File: src/rtl/adc_pulse_pkg.sv
package adc_pulse_pkg;
  typedef enum logic [1:0] {
    PH_IDLE = 2'd0,
    PH_ACQ  = 2'd1,
    PH_CONV = 2'd2
  } phase_e;
endpackage

File: src/rtl/adc_phase_seq.sv
module adc_phase_seq
  import adc_pulse_pkg::*;
#(
  parameter int ACQ_W  = 8,
  parameter int CONV_W = 8,
  localparam int CNT_W = (ACQ_W > CONV_W) ? ACQ_W : CONV_W
) (
  input  logic              clk,
  input  logic              rst_n,
  input  logic              start_i,
  input  logic [ACQ_W-1:0]  acq_len_i,
  input  logic [CONV_W-1:0] conv_len_i,
  output logic              accept_o,
  output logic              acq_end_o,
  output logic              conv_done_o,
  output logic              in_conv_o,
  output logic [CNT_W-1:0]  cnt_o,
  output logic [CONV_W-1:0] conv_last_o,
  output logic              busy_o,
  output logic              missed_o
);
  phase_e            state_q, state_d;
  logic [CNT_W-1:0]  cnt_q, cnt_d;
  logic [ACQ_W-1:0]  acq_last_q, acq_last_d;
  logic [CONV_W-1:0] conv_last_q, conv_last_d;
  logic              missed_q, missed_d;

  always_comb begin
    state_d     = state_q;
    cnt_d       = cnt_q;
    acq_last_d  = acq_last_q;
    conv_last_d = conv_last_q;
    accept_o    = start_i && (state_q == PH_IDLE);
    acq_end_o   = (state_q == PH_ACQ)  && (cnt_q == CNT_W'(acq_last_q));
    conv_done_o = (state_q == PH_CONV) && (cnt_q == CNT_W'(conv_last_q));
    missed_d    = missed_q | (start_i && (state_q != PH_IDLE));
    unique case (state_q)
      PH_IDLE: if (accept_o) begin
        state_d     = PH_ACQ;
        cnt_d       = '0;
        acq_last_d  = (acq_len_i == '0)  ? '0 : acq_len_i - ACQ_W'(1);
        conv_last_d = (conv_len_i == '0) ? '0 : conv_len_i - CONV_W'(1);
      end
      PH_ACQ: begin
        if (acq_end_o) begin
          state_d = PH_CONV;
          cnt_d   = '0;
        end else begin
          cnt_d = cnt_q + CNT_W'(1);
        end
      end
      PH_CONV: begin
        if (conv_done_o) begin
          state_d = PH_IDLE;
          cnt_d   = '0;
        end else begin
          cnt_d = cnt_q + CNT_W'(1);
        end
      end
      default: state_d = PH_IDLE;
    endcase
  end

  always_ff @(posedge clk or negedge rst_n) begin
    if (!rst_n) begin
      state_q     <= PH_IDLE;
      cnt_q       <= '0;
      acq_last_q  <= '0;
      conv_last_q <= '0;
      missed_q    <= 1'b0;
    end else begin
      state_q  <= state_d;
      cnt_q    <= cnt_d;
      missed_q <= missed_d;
      if (accept_o) begin
        acq_last_q  <= acq_last_d;
        conv_last_q <= conv_last_d;
      end
    end
  end

  assign in_conv_o   = (state_q == PH_CONV);
  assign cnt_o       = cnt_q;
  assign conv_last_o = conv_last_q;
  assign busy_o      = (state_q != PH_IDLE);
  assign missed_o    = missed_q;

  // an accepted start makes the block busy on the next cycle
  p_busy_after_accept_r2: assert property (@(posedge clk) disable iff (!rst_n)
    (start_i && !busy_o) |=> busy_o);
  // a start while busy raises the sticky flag
  p_drop_sets_flag_r8: assert property (@(posedge clk) disable iff (!rst_n)
    (start_i && busy_o) |=> missed_o);
  // the flag never clears without reset
  p_flag_sticky_r8: assert property (@(posedge clk) disable iff (!rst_n)
    missed_o |=> missed_o);
endmodule

File: src/rtl/adc_irq_sel.sv
module adc_irq_sel #(
  parameter int DLY_W  = 8,
  parameter int CONV_W = 8,
  parameter int CNT_W  = 8,
  localparam int MX_W  = (DLY_W > CONV_W) ? DLY_W : CONV_W,
  localparam int CMP_W = ((MX_W > CNT_W) ? MX_W : CNT_W) + 1
) (
  input  logic              clk,
  input  logic              rst_n,
  input  logic              accept_i,
  input  logic              early_i,
  input  logic [DLY_W-1:0]  delay_i,
  input  logic              acq_end_i,
  input  logic              conv_done_i,
  input  logic              in_conv_i,
  input  logic [CNT_W-1:0]  cnt_i,
  input  logic [CONV_W-1:0] conv_last_i,
  input  logic              busy_i,
  output logic              irq_o
);
  logic             early_q;
  logic [DLY_W-1:0] dly_q;
  logic             irq_q, irq_d;
  logic             too_late, hit_early, hit_done;

  always_comb begin
    too_late  = CMP_W'(dly_q) > CMP_W'(conv_last_i);
    hit_early = early_q && !too_late &&
                (((dly_q == '0) && acq_end_i) ||
                 ((dly_q != '0) && in_conv_i &&
                  (CMP_W'(cnt_i) == CMP_W'(dly_q - DLY_W'(1)))));
    hit_done  = conv_done_i && (!early_q || too_late);
    irq_d     = hit_early || hit_done;
  end

  always_ff @(posedge clk or negedge rst_n) begin
    if (!rst_n) begin
      early_q <= 1'b0;
      dly_q   <= '0;
      irq_q   <= 1'b0;
    end else begin
      irq_q <= irq_d;
      if (accept_i) begin
        early_q <= early_i;
        dly_q   <= delay_i;
      end
    end
  end

  assign irq_o = irq_q;

  // pulse lasts one cycle only
  p_one_cycle_r7: assert property (@(posedge clk) disable iff (!rst_n)
    irq_o |=> !irq_o);
  // a pulse only follows an edge at which a conversion was running
  p_pulse_in_conv_r4: assert property (@(posedge clk) disable iff (!rst_n)
    irq_o |-> $past(busy_i));
endmodule

File: src/rtl/adc_result_hold.sv
module adc_result_hold #(
  parameter int DATA_W = 12
) (
  input  logic              clk,
  input  logic              rst_n,
  input  logic              acq_end_i,
  input  logic              conv_done_i,
  input  logic [DATA_W-1:0] sample_i,
  output logic [DATA_W-1:0] result_o
);
  logic [DATA_W-1:0] held_q, res_q;

  always_ff @(posedge clk or negedge rst_n) begin
    if (!rst_n) begin
      held_q <= '0;
      res_q  <= '0;
    end else begin
      if (acq_end_i)   held_q <= sample_i;
      if (conv_done_i) res_q  <= held_q;
    end
  end

  assign result_o = res_q;
endmodule

File: src/rtl/adc_pulse_timer.sv
module adc_pulse_timer #(
  parameter int ACQ_W  = 8,
  parameter int CONV_W = 8,
  parameter int DLY_W  = 8,
  parameter int DATA_W = 12,
  localparam int CNT_W = (ACQ_W > CONV_W) ? ACQ_W : CONV_W
) (
  input  logic              clk,
  input  logic              rst_n,
  input  logic              start_i,
  input  logic [ACQ_W-1:0]  acq_len_i,
  input  logic [CONV_W-1:0] conv_len_i,
  input  logic              early_i,
  input  logic [DLY_W-1:0]  delay_i,
  input  logic [DATA_W-1:0] sample_i,
  output logic [DATA_W-1:0] result_o,
  output logic              irq_o,
  output logic              busy_o,
  output logic              missed_o
);
  logic              accept, acq_end, conv_done, in_conv;
  logic [CNT_W-1:0]  cnt;
  logic [CONV_W-1:0] conv_last;

  adc_phase_seq #(.ACQ_W(ACQ_W), .CONV_W(CONV_W)) u_seq (
    .clk(clk), .rst_n(rst_n), .start_i(start_i),
    .acq_len_i(acq_len_i), .conv_len_i(conv_len_i),
    .accept_o(accept), .acq_end_o(acq_end), .conv_done_o(conv_done),
    .in_conv_o(in_conv), .cnt_o(cnt), .conv_last_o(conv_last),
    .busy_o(busy_o), .missed_o(missed_o)
  );

  adc_irq_sel #(.DLY_W(DLY_W), .CONV_W(CONV_W), .CNT_W(CNT_W)) u_irq (
    .clk(clk), .rst_n(rst_n), .accept_i(accept), .early_i(early_i),
    .delay_i(delay_i), .acq_end_i(acq_end), .conv_done_i(conv_done),
    .in_conv_i(in_conv), .cnt_i(cnt), .conv_last_i(conv_last),
    .busy_i(busy_o), .irq_o(irq_o)
  );

  adc_result_hold #(.DATA_W(DATA_W)) u_res (
    .clk(clk), .rst_n(rst_n), .acq_end_i(acq_end), .conv_done_i(conv_done),
    .sample_i(sample_i), .result_o(result_o)
  );

  // the result only changes on the edge where busy falls
  p_result_on_done_r3: assert property (@(posedge clk) disable iff (!rst_n)
    !$stable(result_o) |-> ($fell(busy_o)));
endmodule

File: config.mk
export PLATFORM = sky130hd
export DESIGN_NAME = adc_pulse_timer
export DESIGN_NICKNAME = d
export VERILOG_FILES = /design/src/rtl/adc_pulse_pkg.sv /design/src/rtl/adc_phase_seq.sv /design/src/rtl/adc_irq_sel.sv /design/src/rtl/adc_result_hold.sv /design/src/rtl/adc_pulse_timer.sv
export SDC_FILE = /design/constraint.sdc
export NUM_CORES = 1
export LEC_CHECK = 0
export ABC_AREA = 1
export BUFFER_PORTS_ARGS = -buffer_cell sky130_fd_sc_hd__buf_2
export CORE_MARGIN = 3
export CORE_UTILIZATION = 49
export DETAILED_ROUTE_END_ITERATION = 12
export PLACE_DENSITY = 0.78
export SYNTH_ARGS = -nofsm -noshare
export SYNTH_HDL_FRONTEND = slang
export SYNTH_HIERARCHICAL = 1
export SYNTH_SLANG_ARGS = --single-unit
File: constraint.sdc
create_clock -name clk -period 2.62 [get_ports clk]
set_input_delay 0.524 -clock clk [delete_from_list [all_inputs] [get_ports clk]]
set_output_delay 0.524 -clock clk [all_outputs]
set_load 0.05 [all_outputs]
==> results of run 1 <==
[registers in the layout, summed over array words and instances, names as in the netlist]
| name | flops |
|---|---|
| u_res/held_q | 12 |
| u_res/result_o | 12 |
| u_irq/dly_q | 8 |
| u_seq/acq_last_q | 8 |
| u_seq/cnt_o | 8 |
| u_seq/conv_last_o | 8 |
| u_seq/state_q | 2 |
| u_irq/early_q | 1 |
| u_irq/irq_o | 1 |
| u_seq/missed_o | 1 |
[cell type report]
| type | instances | area [um2] |
|---|---|---|
| clock inverter | 7 | 75.1 |
| clock buffer | 9 | 124 |
| tap | 99 | 124 |
| inverter | 59 | 221 |
| sequential | 61 | 1530 |
| multi-input combinational | 344 | 1890 |
| timing repair buffer | 57 | 293 |
| fill | 694 | 3040 |
[worst max-delay path by stage]
stage                           from                   end  slack (ps)  depth (start not counted)
floorplan             u_seq/cnt_o[3]    u_res/result_o[10]        1040                         10
global placement    u_seq/state_q[0]  u_seq/conv_last_o[5]         500                          6
detailed placement  u_seq/state_q[1]  u_seq/conv_last_o[7]         540                          6
CTS                 u_seq/state_q[1]  u_seq/conv_last_o[7]         470                          6
global route        u_seq/state_q[1]  u_seq/conv_last_o[5]         250                          6
finish              u_seq/state_q[1]  u_seq/conv_last_o[7]         500                          6
[per-layer routing]
metal  up-vias  GRT usage  wire [um]
met4         0     0.0708        121
met2        68      0.320       3750
met5         -          0          0
met3        10     0.0386        300
li1       1594          -          -
met1      1418      0.245       3660
[power breakdown]
part	leakage [nW]	switching, W	total (W)	internal [W]
logic	1.40	0.00128	0.00200	0.000724
registers	0.748	0.000319	0.00161	0.00129
clock network	0.104	0.000408	0.000851	0.000444
total	2.25	0.00201	0.00446	0.00246
[kinds of logic after synthesis]
kind of cell    count (synthesis)
simple gates                  256
xor+xnor                       32
flops                          61
compound gates                 34
mux                             4
buf+inv                        68
fa+ha+maj                      18
[Yosys cell counts (all sizes together)]
library cell	instances	share of area
a21o	1	0.0020
a21oi	6	0.012
buf	7	0.019
clkbuf	2	0.0020
clkinv	2	0.0020
dfrtp	61	0.41
ha	18	0.061
inv	57	0.058
mux2	4	0.012
nand2	182	0.20
nand3	34	0.049
nand4	6	0.010
nor2	29	0.038
nor3	4	0.0081
nor4	1	0.0017
o21ai	22	0.030
o21bai	1	0.0020
o22ai	4	0.0067
xnor2	19	0.049
xor2	13	0.031
[per-stage QoR]
step / worst slack [ps] / util
after floorplan: 1040 / -
after CTS: 473 / 0.583
final: 502 / 0.583
after global routing: 250 / 0.583
after global placement: 501 / 0.556
after detailed placement: 538 / 0.556
[worst max-delay path, delay by kind of cell, from the launching register on]
kind,cells,cell delay (ps)
buffers and inverters,2,510
adder cells (fa/ha/maj),1,290
flip-flops,1,420
AO/OA/AOI/OAI,1,200
AND/OR/NAND/NOR,2,600
==> impl_summary.md, run 1 <==
Run status
The flow ran to the end, and the final reports show no timing, DRC or antenna violations.

Timing
The relative max-transition margin is 0.498. The post-route setup TNS is 0 ps. The final worst clock skew is around 10 ps. The final setup violation count is 0. The worst path needs 2120 ps of the cycle, external delays included. At the pin with the least slew margin, the transition time is approximately 750 ps.

Setup repair after global routing left no endpoint under its margin. Hold timing on the final database bottoms out at a slack of ~320 ps. The count of final hold-check violations was 0. Based on the critical path, the design can be clocked at up to 0.472 GHz.

The final max-slew violation count came to 0. The final worst-path cycle share is 0.808.

Floorplan
For this configuration, the core starts out at a cell density of 0.509. The floorplan row count is 31. The number of top-level design ports is 55.

The placeable core region is 7290 um2. The floorplan die height is 93.1 um. The die outline area is between 8000 and 9000 um2. The horizontal die dimension is 93.1 um.

Min path
The path category of the worst min-delay check is primary input to asynchronous set/reset pin.

Route
The via count of the routed design is about 3100. In the routed design, unresolved DRC markers number 0. Before antenna repair, the detailed router went through 5 iterations. In this run the remaining antenna-violating nets after routing total 0. The DRC marker count from the first detailed-route iteration is 134. Dividing the detail-routed wire length by the instance count gives ~12 um. Dividing the detail-routed via count by the number of cells gives 4.86. For this block, the routed nets add up to ~7.8 mm of wire.

Worst setup path
The most used cell along the critical path is sky130_fd_sc_hd__nand2_1. The critical path goes through inv_1 > ha_1 > nand2_1 > inv_2 > nand2_1 > o21ai_1. The maximum fanout count along the critical path is 21. The worst setup path is captured at a flop.

The slack of the worst reg-to-reg path is 500 ps. Data on the critical path arrives at its endpoint at 2380 ps. The launch instance of the worst register-to-register path is u_seq/state_q[1]. In this design, the stage delay of the slowest critical-path cell is approximately 420 ps. Measured in cells, the most critical reg-to-reg path has a length of 6.

The endpoint of the most critical register-to-register path is u_seq/conv_last_o[7]. For this design, the slowest cell found on the critical path is sky130_fd_sc_hd__dfrtp_1. STA classifies the critical path startpoint as a flop. The worst setup path is of the flop to flop kind. For the worst setup path, the data required time is between 2000 and 3000 ps.

Clock tree
Clock latency on the worst-skew pair, taken at its later pin, is 350 ps. The number of levels in the clock H-tree is 3. The quantity of hold-fixing buffers added after cts is 0. Clock tree synthesis inserted a total of 9 buffers.

The buffer count from post-CTS setup fixing is 0. The clock sink count is between 60 and 70. The maximum buffer depth of the clock tree is 2.

The clock tree from TritonCTS is built. Gates resized during post-CTS repair numbered 0. Clock tree synthesis selected as its root buffer the cell sky130_fd_sc_hd__clkbuf_8.

The clock transition time at the flip-flop clock pins of the worst setup and hold paths is 80 ps.

Yosys
The gate count after technology mapping is about 470. The synthesized design contains 61 register bits. Of the post-synthesis cell area, the part taken by muxes is 0.0121. Dividing the synthesized area by the synthesized cell count gives 7.85 um2.

The synthesized-area fraction occupied by ao, oa, aoi and oai cells is 0.0526. The sequential element share of the synthesized area is 0.411. After synthesis, the largest family of logic cells by area is simple AND/OR/NAND/NOR gates.

Of the total synthesized cell area, the portion taken by AND, OR, NAND and NOR gates is 0.303. Of the total synthesized cell area, the portion taken by full adders, half adders and majority gates is 0.0606. Of the total synthesized cell area, the portion taken by XOR and XNOR cells is 0.0795. The number of nets handed over by synthesis was around 530.

The combined area of all synthesized cells is 3710 um2. Counting distinct cell types in the post-synthesis netlist gives 32. For this run, the number of Yosys warnings is 6.

Final layout
The fraction of layout instances using a drive strength above 1 is 0.203. The total number of nets in the final design is 590. The number of standard cells in the final layout excluding fillers is 636.

Leaving out fill and tap cells, the most frequent cells in the layout are sky130_fd_sc_hd__nand2_1 (173), sky130_fd_sc_hd__dfrtp_1 (61), sky130_fd_sc_hd__buf_2 (54), sky130_fd_sc_hd__inv_1 (45), sky130_fd_sc_hd__nand3_1 (32). The total non-filler cell area in the finished layout is ~4300 um2. The most common cell after layout, fill and taps aside is sky130_fd_sc_hd__nand2_1.

From synthesis to final layout, the design area changed by 14.5%. 0 antenna diodes ended up in the layout.

Global routing
The number of global-route vias before repair is between 3000 and 4000. For this run, the total global-route usage over all layers was measured as 0.191. The number of antenna violations at the first check in global routing is 0. The first global-routing pass estimated approximately 13 mm of wire.

The final global-route overflow total is 0. The pin count of the biggest net entering global routing is a little over 60.

Placement
The routability congestion estimate from global placement is about 0.9. The half-perimeter wire length after placement is around 5.8 mm. After detailed placement, the total cell area comes to approximately 4000 um2. Counting tap cells, the placed design contains a total of 620 instances. Buffers placed on the I/O ports in this run total 54.

Pwr
The leakage dissipation is ~2.3 nW. For this design the ratio of total power to cell area is 1050 nW/um2. The completed layout was analyzed and its total power is between 0.004 and 0.005 W. IR analysis of the VDD net gives a maximum drop of approximately 530 uV.

Flow run
The max-capacitance violation count is 0.
No activity file was read; power rests on OpenSTA's default activity.
==> run 2: changes to the inputs <==
==> constraint.sdc (replaced) <==
create_clock -name clk -period 2.2 [get_ports clk]
set_input_delay 0.44 -clock clk [delete_from_list [all_inputs] [get_ports clk]]
set_output_delay 0.44 -clock clk [all_outputs]
set_load 0.05 [all_outputs]
==> run 2 against run 1 <==
Non-clock buffer count grew 3. Via count grew 3.1%. Setup slack lost 190 ps. Register-to-register slack lost 130 ps. Routed wire length grew 3.1%. Combinational power grew 21%. Count of clock-buffer cells in the layout is the same. Power grew 22%. Clock power grew 32%. Flip-flop and latch count is the same. Sequential share of layout area shrank 0.51 points. Largest power group unchanged.
==> impl_summary.md, run 2 (synthesized netlist as in run 1, its figures left out) <==
Clock tree
The TritonCTS buffer count is 9 (unchanged). The number of levels in the clock H-tree is 3 (unchanged). The clock transition time at the flip-flop clock pins of the worst setup and hold paths came to 80 ps (about the same). The clock tree from TritonCTS is built (unchanged). The clock sink count was 61 (unchanged).

The root buffer cell was sky130_fd_sc_hd__clkbuf_8 (unchanged). The clock latency on the worst-skew pair came to 350 ps (about the same). The maximum buffer depth of the clock tree is 2 (unchanged). The buffer count from post-CTS setup fixing is 0 (unchanged).

Route
The count of unresolved DRC violations after routing was 0 (unchanged). The DRC marker count from the first detailed-route iteration is 162 (was 134). The first-pass iteration count of the detailed router is 4 (was 5). The number of antenna-violating nets in the routed design is 0 (unchanged). The via count of the routed design is 3185 (was 3090). The final wirelength is 8.08 mm (was 7.83 mm). The mean routed wirelength per cell is 12.6 um (was 12.3 um).

The number of vias per cell is 4.98 (was 4.86).

Global routing
The number of global-route vias before repair is 3122 (was 3002). The number of antenna violations at the first check in global routing is 0 (unchanged). The overall routing resource usage is 0.201 (was 0.191). The pin count of the biggest net entering global routing came to 52 (was 62). The global-route wire length before repair came to 13.9 mm (was 13.2 mm). The final global-route overflow total is 0 (unchanged).

Pwr
The internal portion of total power was 0.00305 W (was 0.00246 W). The worst IR drop on VDD is 487 uV (was 531 uV). The proportion of total power due to net switching is 0.441 (was 0.449).

The relative contribution of combinational cells to total power is 0.443 (was 0.449). The part of the total power dissipated in sequential elements is 0.352 (was 0.360). The total power per unit cell area is 1270 nW/um2 (was 1050 nW/um2). The clock network power share is 0.205 (was 0.191).

The overall power of the completed layout is 0.00546 W (was 0.00446 W). The leakage dissipation was 2.28 nW (was 2.25 nW). The reported net switching power was 0.00241 W (was 0.00201 W).

Min path
The path category of the worst min-delay check is primary input to flop (was primary input to asynchronous set/reset pin). The startpoint identified for the worst hold timing path is sample_i[8]. The worst-case hold path end point is u_res/held_q[8]. The instance count along the most critical hold path is 3.

Final layout
The total number of nets in the final design is 593 (was 590). The number of standard cells in the final layout excluding fillers is 639 (was 636). The fraction of layout instances using a drive strength above 1 was 0.206 (was 0.203). The most common cell after layout, fill and taps aside is sky130_fd_sc_hd__nand2_1 (unchanged). The antenna diode count came to 0 (unchanged). The layout-stage area growth over the synthesis result was 16.1% (was 14.5%). Commonest cells after routing, fill and taps aside: sky130_fd_sc_hd__nand2_1 (173), sky130_fd_sc_hd__dfrtp_1 (61), sky130_fd_sc_hd__buf_2 (54), sky130_fd_sc_hd__inv_1 (45), sky130_fd_sc_hd__nand3_1 (32) (unchanged).

Timing
The count of final hold-check violations was 0 (unchanged). Derived from the worst setup path, the maximum achievable clock frequency is 0.531 GHz. The final worst clock skew is 9.28 ps (was 10.1 ps). The transition time at the pin with the least slew margin is 429 ps (was 753 ps). The final setup slack of the worst path is 316 ps (was 502 ps).

The final setup violation count is 0 (unchanged). The final max-slew violation count is 0 (unchanged). The post-route setup TNS is 0 ps (unchanged). For the finished layout, the period the worst path requires is between 1500 and 2000 ps. The final worst-path cycle share is 0.856. RSZ-0062 raised after global routing: no (unchanged). The relative max-transition margin is 0.714 (was 0.498).

Worst setup path
The maximum fanout count along the critical path is 5 (was 21). The path depth of the worst reg2reg path is 6 (unchanged). The type of the setup path with the least slack is flop to output pin (was flop to flop). The kind of end point of the critical path is an output pin (was flop).

The endpoint of the most critical register-to-register path was u_seq/conv_last_o[6] (was u_seq/conv_last_o[7]). The slack of the worst reg-to-reg path is 370 ps (was 500 ps). The data arrival time of the critical path came to 1440 ps (was 2380 ps). The kind of launch point of the worst setup path is a flop (unchanged). The launch instance of the worst register-to-register path is u_seq/state_q[0] (was u_seq/state_q[1]). The required time at the worst-slack endpoint is 1760 ps (was 2880 ps).

Floorplan
The floorplan die height is 93.1 um (unchanged). The starting density of the core was 0.509 (unchanged). The horizontal die dimension was 93.1 um (unchanged). The die outline area is 8660 um2 (unchanged). The floorplan row count is 31 (unchanged). The number of top-level design ports came to 55 (unchanged). The placeable core region was 7290 um2 (unchanged).

Placement
The routability congestion estimate from global placement is 0.870 (was 0.904). The half-perimeter wire length after placement came to 6.08 mm (was 5.79 mm). The count of input and output buffers is 54 (unchanged). The number of cells in the design after placement came to 622 (was 620). The worst-case setup slack after placement was 403 ps (was 538 ps).

Run status
Result of the run: finished, final reports clean (unchanged).

Flow run
The max-capacitance violation count was 0 (unchanged).
[run 2: changes by cell type in the layout (fill, tap and decap cells not counted), sizes merged]
cell	previous run	this run
buf	57	59
clkinv	7	5
bufinv	1	2
clkinvlp	0	1
dlygate4sd3	0	1
[run 2: area by class of cell]
type | count | area [um2]
well taps | 99 | 124
inverters | 59 | 221
repair buffers | 60 | 330
flip-flops and latches | 61 | 1530
clock inverters | 7 | 98.8
clock buffers | 9 | 124
fillers | 701 | 2980
multi-input cells | 344 | 1890
[run 2: timing repair]
| item | 4_1_cts | 5_1_grt |
|---|---|---|
| hold buffers | 1 | 0 |
| gates resized for setup | 0 | 0 |
| endpoints found under the hold margin | 10 | 0 |
[run 2: worst max-delay path by stage]
stage               depth (start not counted)        startpoint  slack (ps)              endpoint
global placement                            6  u_seq/state_q[0]         430  u_seq/conv_last_o[7]
CTS                                         4  u_seq/state_q[0]         290                busy_o
detailed placement                          6  u_seq/state_q[0]         400  u_seq/conv_last_o[5]
finish                                      4  u_seq/state_q[0]         320                busy_o
global route                                6  u_seq/state_q[0]         160  u_seq/conv_last_o[1]
floorplan                                  10    u_seq/cnt_o[3]         620    u_res/result_o[10]
[run 2: power groups by stage]
stage	Sequential, W	Clock (W)	Combinational [W]
4_1_cts	0.00192	0.00115	0.00243
2_1_floorplan	0.00205	0	0.00169
3_3_place_gp	0.00193	0	0.00232
6_report	0.00192	0.00112	0.00242
5_1_grt	0.00198	0.00120	0.00276
3_5_place_dp	0.00194	0	0.00241
[run 2: per-layer routing]
metal  track usage  vias up  share of wire
met5             0        -              0
met4        0.0830        0          0.021
met3        0.0451       15          0.049
met2         0.341       79           0.50
met1         0.247     1491           0.43
li1              -     1600              -
[run 2: stage by stage]
stage	hold slack [ps]	cell area [um2]	util
global route	274	4310	0.591
global placement	324	4080	0.559
finish	288	4310	0.591
detailed placement	334	4080	0.559
CTS	271	4310	0.591
floorplan	144	3710	-
[run 2: critical path, cell delays in order (launching register included)]
cell and delay (ps):
sky130_fd_sc_hd__dfrtp_1 400, sky130_fd_sc_hd__inv_1 80, sky130_fd_sc_hd__ha_1 290, sky130_fd_sc_hd__inv_1 70, sky130_fd_sc_hd__buf_2 250
==> run 3: changes to the inputs <==
--- a/config.mk
+++ b/config.mk
@@ -13,5 +13,4 @@
 export PLACE_DENSITY = 0.78
 export SYNTH_ARGS = -nofsm -noshare
 export SYNTH_HDL_FRONTEND = slang
-export SYNTH_HIERARCHICAL = 1
 export SYNTH_SLANG_ARGS = --single-unit
==> run 3 against run 2 <==
Hold slack worse by 190 ps. Clock skew increased by 1.4 ps. Highest routed layer unchanged. Non-clock buffer count decreased by 1. Global-route usage is 0.44 points higher. Maximum frequency is 4.0% lower. Via count shrank 4.6%. Core utilization shrank 0.57 points. Routed wire length is 1.7% higher. Synthesized cell count shrank 2.5%. First-iteration DRC count up 11%. Cell area about the same. Sequential share of layout area barely moved.
==> impl_summary.md, run 3 <==
Timing
RSZ-0062 raised after global routing: no (unchanged). The final setup violation count is 0 (unchanged). The final critical delay including setup and external delays is 1960 ps (was 1880 ps). The transition time at the pin with the least slew margin is 489 ps (was 429 ps). The relative max-transition margin came to 0.673 (was 0.714). The final max-slew violation count is 0 (unchanged). The post-route setup TNS is 0 ps (unchanged). The final worst-path cycle share is 0.892 (was 0.856).

The final worst clock skew is 10.6 ps (was 9.28 ps). The final setup slack of the worst path came to 237 ps (was 316 ps). The achievable clock frequency came to 0.510 GHz (was 0.531 GHz). The count of final hold-check violations is 0 (unchanged).

Yosys
The gate count after technology mapping is 461 (was 473). The post-synthesis area per instance came to 8.24 um2 (was 7.85 um2). The most area-hungry cell type in the Yosys netlist is sky130_fd_sc_hd__dfrtp_1 (unchanged). Leading post-synthesis cells by instance count: sky130_fd_sc_hd__nand2_1 (136), sky130_fd_sc_hd__inv_1 (63), sky130_fd_sc_hd__dfrtp_1 (61), sky130_fd_sc_hd__nor2_1 (18) (was sky130_fd_sc_hd__nand2_1 (173), sky130_fd_sc_hd__dfrtp_1 (61), sky130_fd_sc_hd__inv_1 (45), sky130_fd_sc_hd__nand3_1 (32), sky130_fd_sc_hd__nor2_1 (22)). The number of enable-type register cells in the synthesized netlist is 0 (unchanged). The net count after synthesis is 518 (was 531). The post-synthesis register bit count is 61 (unchanged).

The library cell with the highest instance count after synthesis is sky130_fd_sc_hd__nand2_1 (unchanged). The post-synthesis async set-or-reset flop share was 1.00 (unchanged). The proportion of netlist area held by the largest area contributor is 0.402 (was 0.411).

The post-synthesis cell type count was 36 (was 32). The most used flip-flop cell after synthesis is sky130_fd_sc_hd__dfrtp_1 (unchanged). The sequential element share of the synthesized area is 0.402 (was 0.411). Main area contributors after synthesis: sky130_fd_sc_hd__dfrtp_1 (40%), sky130_fd_sc_hd__nand2_1 (13%), sky130_fd_sc_hd__inv_1 (6.2%) (was sky130_fd_sc_hd__dfrtp_1 (41%), sky130_fd_sc_hd__nand2_1 (17%), sky130_fd_sc_hd__ha_1 (6.1%)). The number of synthesis warnings is 0 (was 6). The combined area of all synthesized cells is 3800 um2 (was 3710 um2).

Route
The mean routed wirelength per cell is 13.2 um (was 12.6 um). The number of antenna-violating nets in the routed design is 0 (unchanged). The number of vias per cell was 4.90 (was 4.98).

The via count of the routed design came to 3039 (was 3185). The final wirelength is 8.21 mm (was 8.08 mm). The first-pass iteration count of the detailed router came to 4 (unchanged).

The count of unresolved DRC violations after routing is 0 (unchanged). The DRC marker count from the first detailed-route iteration is 180 (was 162).

Pwr
The proportion of total power due to net switching is 0.449 (was 0.441). The internal portion of total power is 0.00310 W (was 0.00305 W). The overall power of the completed layout came to 0.00564 W (was 0.00546 W).

The part of the total power dissipated in sequential elements is 0.337 (was 0.352). The worst IR drop on VDD is 532 uV (was 487 uV). The clock network power share was 0.178 (was 0.205). The total power per unit cell area came to 1310 nW/um2 (was 1270 nW/um2). The relative contribution of combinational cells to total power is 0.485 (was 0.443). The leakage dissipation came to 2.25 nW (was 2.28 nW).

The reported net switching power is 0.00253 W (was 0.00241 W).

Global routing
The pin count of the biggest net entering global routing is 62 (was 52). The number of global-route vias before repair is 3024 (was 3122). The final global-route overflow total came to 0 (unchanged). The overall routing resource usage was 0.206 (was 0.201). The number of antenna violations at the first check in global routing came to 0 (unchanged).

The global-route wire length before repair is 14.1 mm (was 13.9 mm).

Clock tree
The maximum buffer depth of the clock tree is 2 (unchanged). The clock latency on the worst-skew pair is 340 ps (was 350 ps). The buffer count from post-CTS setup fixing is 0 (unchanged). The number of gates resized after cts is 0 (unchanged). The quantity of hold-fixing buffers added after cts is 0 (was 1). The number of levels in the clock H-tree is 3 (unchanged).

The TritonCTS buffer count is 9 (unchanged). The root buffer cell is sky130_fd_sc_hd__clkbuf_8 (unchanged). The clock tree from TritonCTS is built (unchanged).

The clock transition time at the flip-flop clock pins of the worst setup and hold paths is 70 ps (was 80 ps). The clock sink count is 61 (unchanged).

Worst setup path
The launch instance of the worst register-to-register path is u_seq.state_q[0] (was u_seq/state_q[0]). The maximum fanout count along the critical path is 5 (unchanged). Crit-path cells: inv_1 > ha_1 > a21oi_1 > inv_1 > nor3_2 > nand2_1 > xor2_1 > a21oi_2 (was inv_1 > ha_1 > inv_1 > buf_2). The kind of end point of the critical path is a flop (was output pin). The library cell contributing the largest single delay on the critical path is sky130_fd_sc_hd__dfrtp_1 (unchanged).

The family with the most delay on the worst path is compound AO/OA/AOI/OAI gates (was flip-flops). The type of the setup path with the least slack is flop to flop (was flop to output pin). The required time at the worst-slack endpoint is 2460 ps (was 1760 ps). The peak per-stage delay on the critical path is 400 ps (about the same). The critical path launch point is u_seq.state_q[0] (was u_seq/state_q[0]).

The critical path buffer and inverter count is 2 (was 3). The data arrival time of the critical path is 2220 ps (was 1440 ps). The kind of launch point of the worst setup path is a flop (unchanged). The most used cell along the critical path is sky130_fd_sc_hd__inv_1 (unchanged).

Placement
The worst-case setup slack after placement was 273 ps (was 403 ps). The half-perimeter wire length after placement is 6.17 mm (was 6.08 mm). The count of input and output buffers is 54 (unchanged). The routability congestion estimate from global placement is 0.846 (was 0.870).

Final layout
The fraction of layout instances using a drive strength above 1 is 0.240 (was 0.206). The most common cell after layout, fill and taps aside is sky130_fd_sc_hd__nand2_1 (unchanged). The layout-stage area growth over the synthesis result is 13.6% (was 16.1%). The total number of nets in the final design is 574 (was 593). Commonest cells after routing, fill and taps aside: sky130_fd_sc_hd__nand2_1 (136), sky130_fd_sc_hd__inv_1 (63), sky130_fd_sc_hd__dfrtp_1 (61), sky130_fd_sc_hd__buf_2 (54), sky130_fd_sc_hd__nor2_1 (18) (was sky130_fd_sc_hd__nand2_1 (173), sky130_fd_sc_hd__dfrtp_1 (61), sky130_fd_sc_hd__buf_2 (54), sky130_fd_sc_hd__inv_1 (45), sky130_fd_sc_hd__nand3_1 (32)). The antenna diode count is 0 (unchanged).

Flow run
The max-capacitance violation count was 0 (unchanged).

Min path
The path category of the worst min-delay check was primary input to asynchronous set/reset pin (was primary input to flop).

Floorplan
The floorplan die height came to 94.0 um (was 93.1 um). The floorplan row count is 31 (unchanged). The placeable core region is 7370 um2 (was 7290 um2). The horizontal die dimension was 94.0 um (was 93.1 um). The number of top-level design ports is 55 (unchanged). The die outline area is 8840 um2 (was 8660 um2). The starting density of the core was 0.515 (was 0.509).

Run status
Result of the run: finished, final reports clean (unchanged).
## run 3: changes by cell type after synthesis, moves of 5 or more
cell                      before  now
sky130_fd_sc_hd__nand2_1     173  136
sky130_fd_sc_hd__inv_1        45   63
sky130_fd_sc_hd__nand3_1      32   16
sky130_fd_sc_hd__o21ai_2       0   12
sky130_fd_sc_hd__o21ai_0       8   17
sky130_fd_sc_hd__inv_2        12    5
sky130_fd_sc_hd__o22ai_1       4   11
sky130_fd_sc_hd__nand2_2       4    9
## run 3: kinds of logic (layout without fill, tap and decap cells)
kind of cell,count (synthesis),count (layout),synth area share
flops,61,61,0.402
compound gates,68,68,0.120
simple gates,202,202,0.244
xor+xnor,31,31,0.0774
buf+inv,82,142,0.100
fa+ha+maj,17,17,0.0560
## run 3: power by group through the flow
stage / clock (W) / combinational (W) / sequential [W]
floorplan: 0 / 0.00188 / 0.00212
global placement: 0 / 0.00261 / 0.00188
detailed placement: 0 / 0.00272 / 0.00191
CTS: 0.00103 / 0.00274 / 0.00189
global route: 0.00108 / 0.00307 / 0.00195
finish: 0.00100 / 0.00274 / 0.00190
## run 3: path summary, 6_finish.rpt
check | depth (start not counted) | to | slack [ps]
setup / recovery | 8 | u_seq.cnt_o[5] | 240
setup reg to reg | 8 | u_seq.cnt_o[5] | 240
hold / removal | 2 | u_seq.conv_last_o[1] | 100
hold reg to reg | 2 | u_res.result_o[1] | 470
max in group asynchronous | 2 | u_res.held_q[3] | 1840
min in group clk | 2 | u_seq.conv_last_o[0] | 290
## run 3: cell type report
class | count | area [um2]
clock buffer | 11 | 151
clock inverter | 4 | 47.5
fill | 675 | 3050
inverter | 68 | 255
multi-input combinational | 318 | 1890
sequential | 61 | 1530
tap | 99 | 124
timing repair buffer | 59 | 320
## run 3: stage by stage
stage / instances / utilization / area (um2) / hold WS, ps
CTS: 620 / 0.586 / 4320 / 97.0
detailed placement: 605 / 0.559 / 4120 / 459
global route: 620 / 0.586 / 4320 / 109
floorplan: 461 / - / 3800 / 144
global placement: 605 / 0.559 / 4120 / 457
finish: 620 / 0.586 / 4320 / 102
## run 3: metal layers
metal,share of wire,GRT usage,vias to the layer above
met1,0.43,0.262,1376
met5,0,0,-
met4,0.024,0.0987,0
li1,-,-,1563
met2,0.49,0.332,84
met3,0.053,0.0433,16
## run 3: worst register-to-register path, cell delays in order, from the launching register on
cell                      delay [ps]
sky130_fd_sc_hd__dfrtp_1         400
sky130_fd_sc_hd__inv_1            90
sky130_fd_sc_hd__ha_1            250
sky130_fd_sc_hd__a21oi_1         390
sky130_fd_sc_hd__inv_1           180
sky130_fd_sc_hd__nor3_2          190
sky130_fd_sc_hd__nand2_1          90
sky130_fd_sc_hd__xor2_1          160
sky130_fd_sc_hd__a21oi_2         130
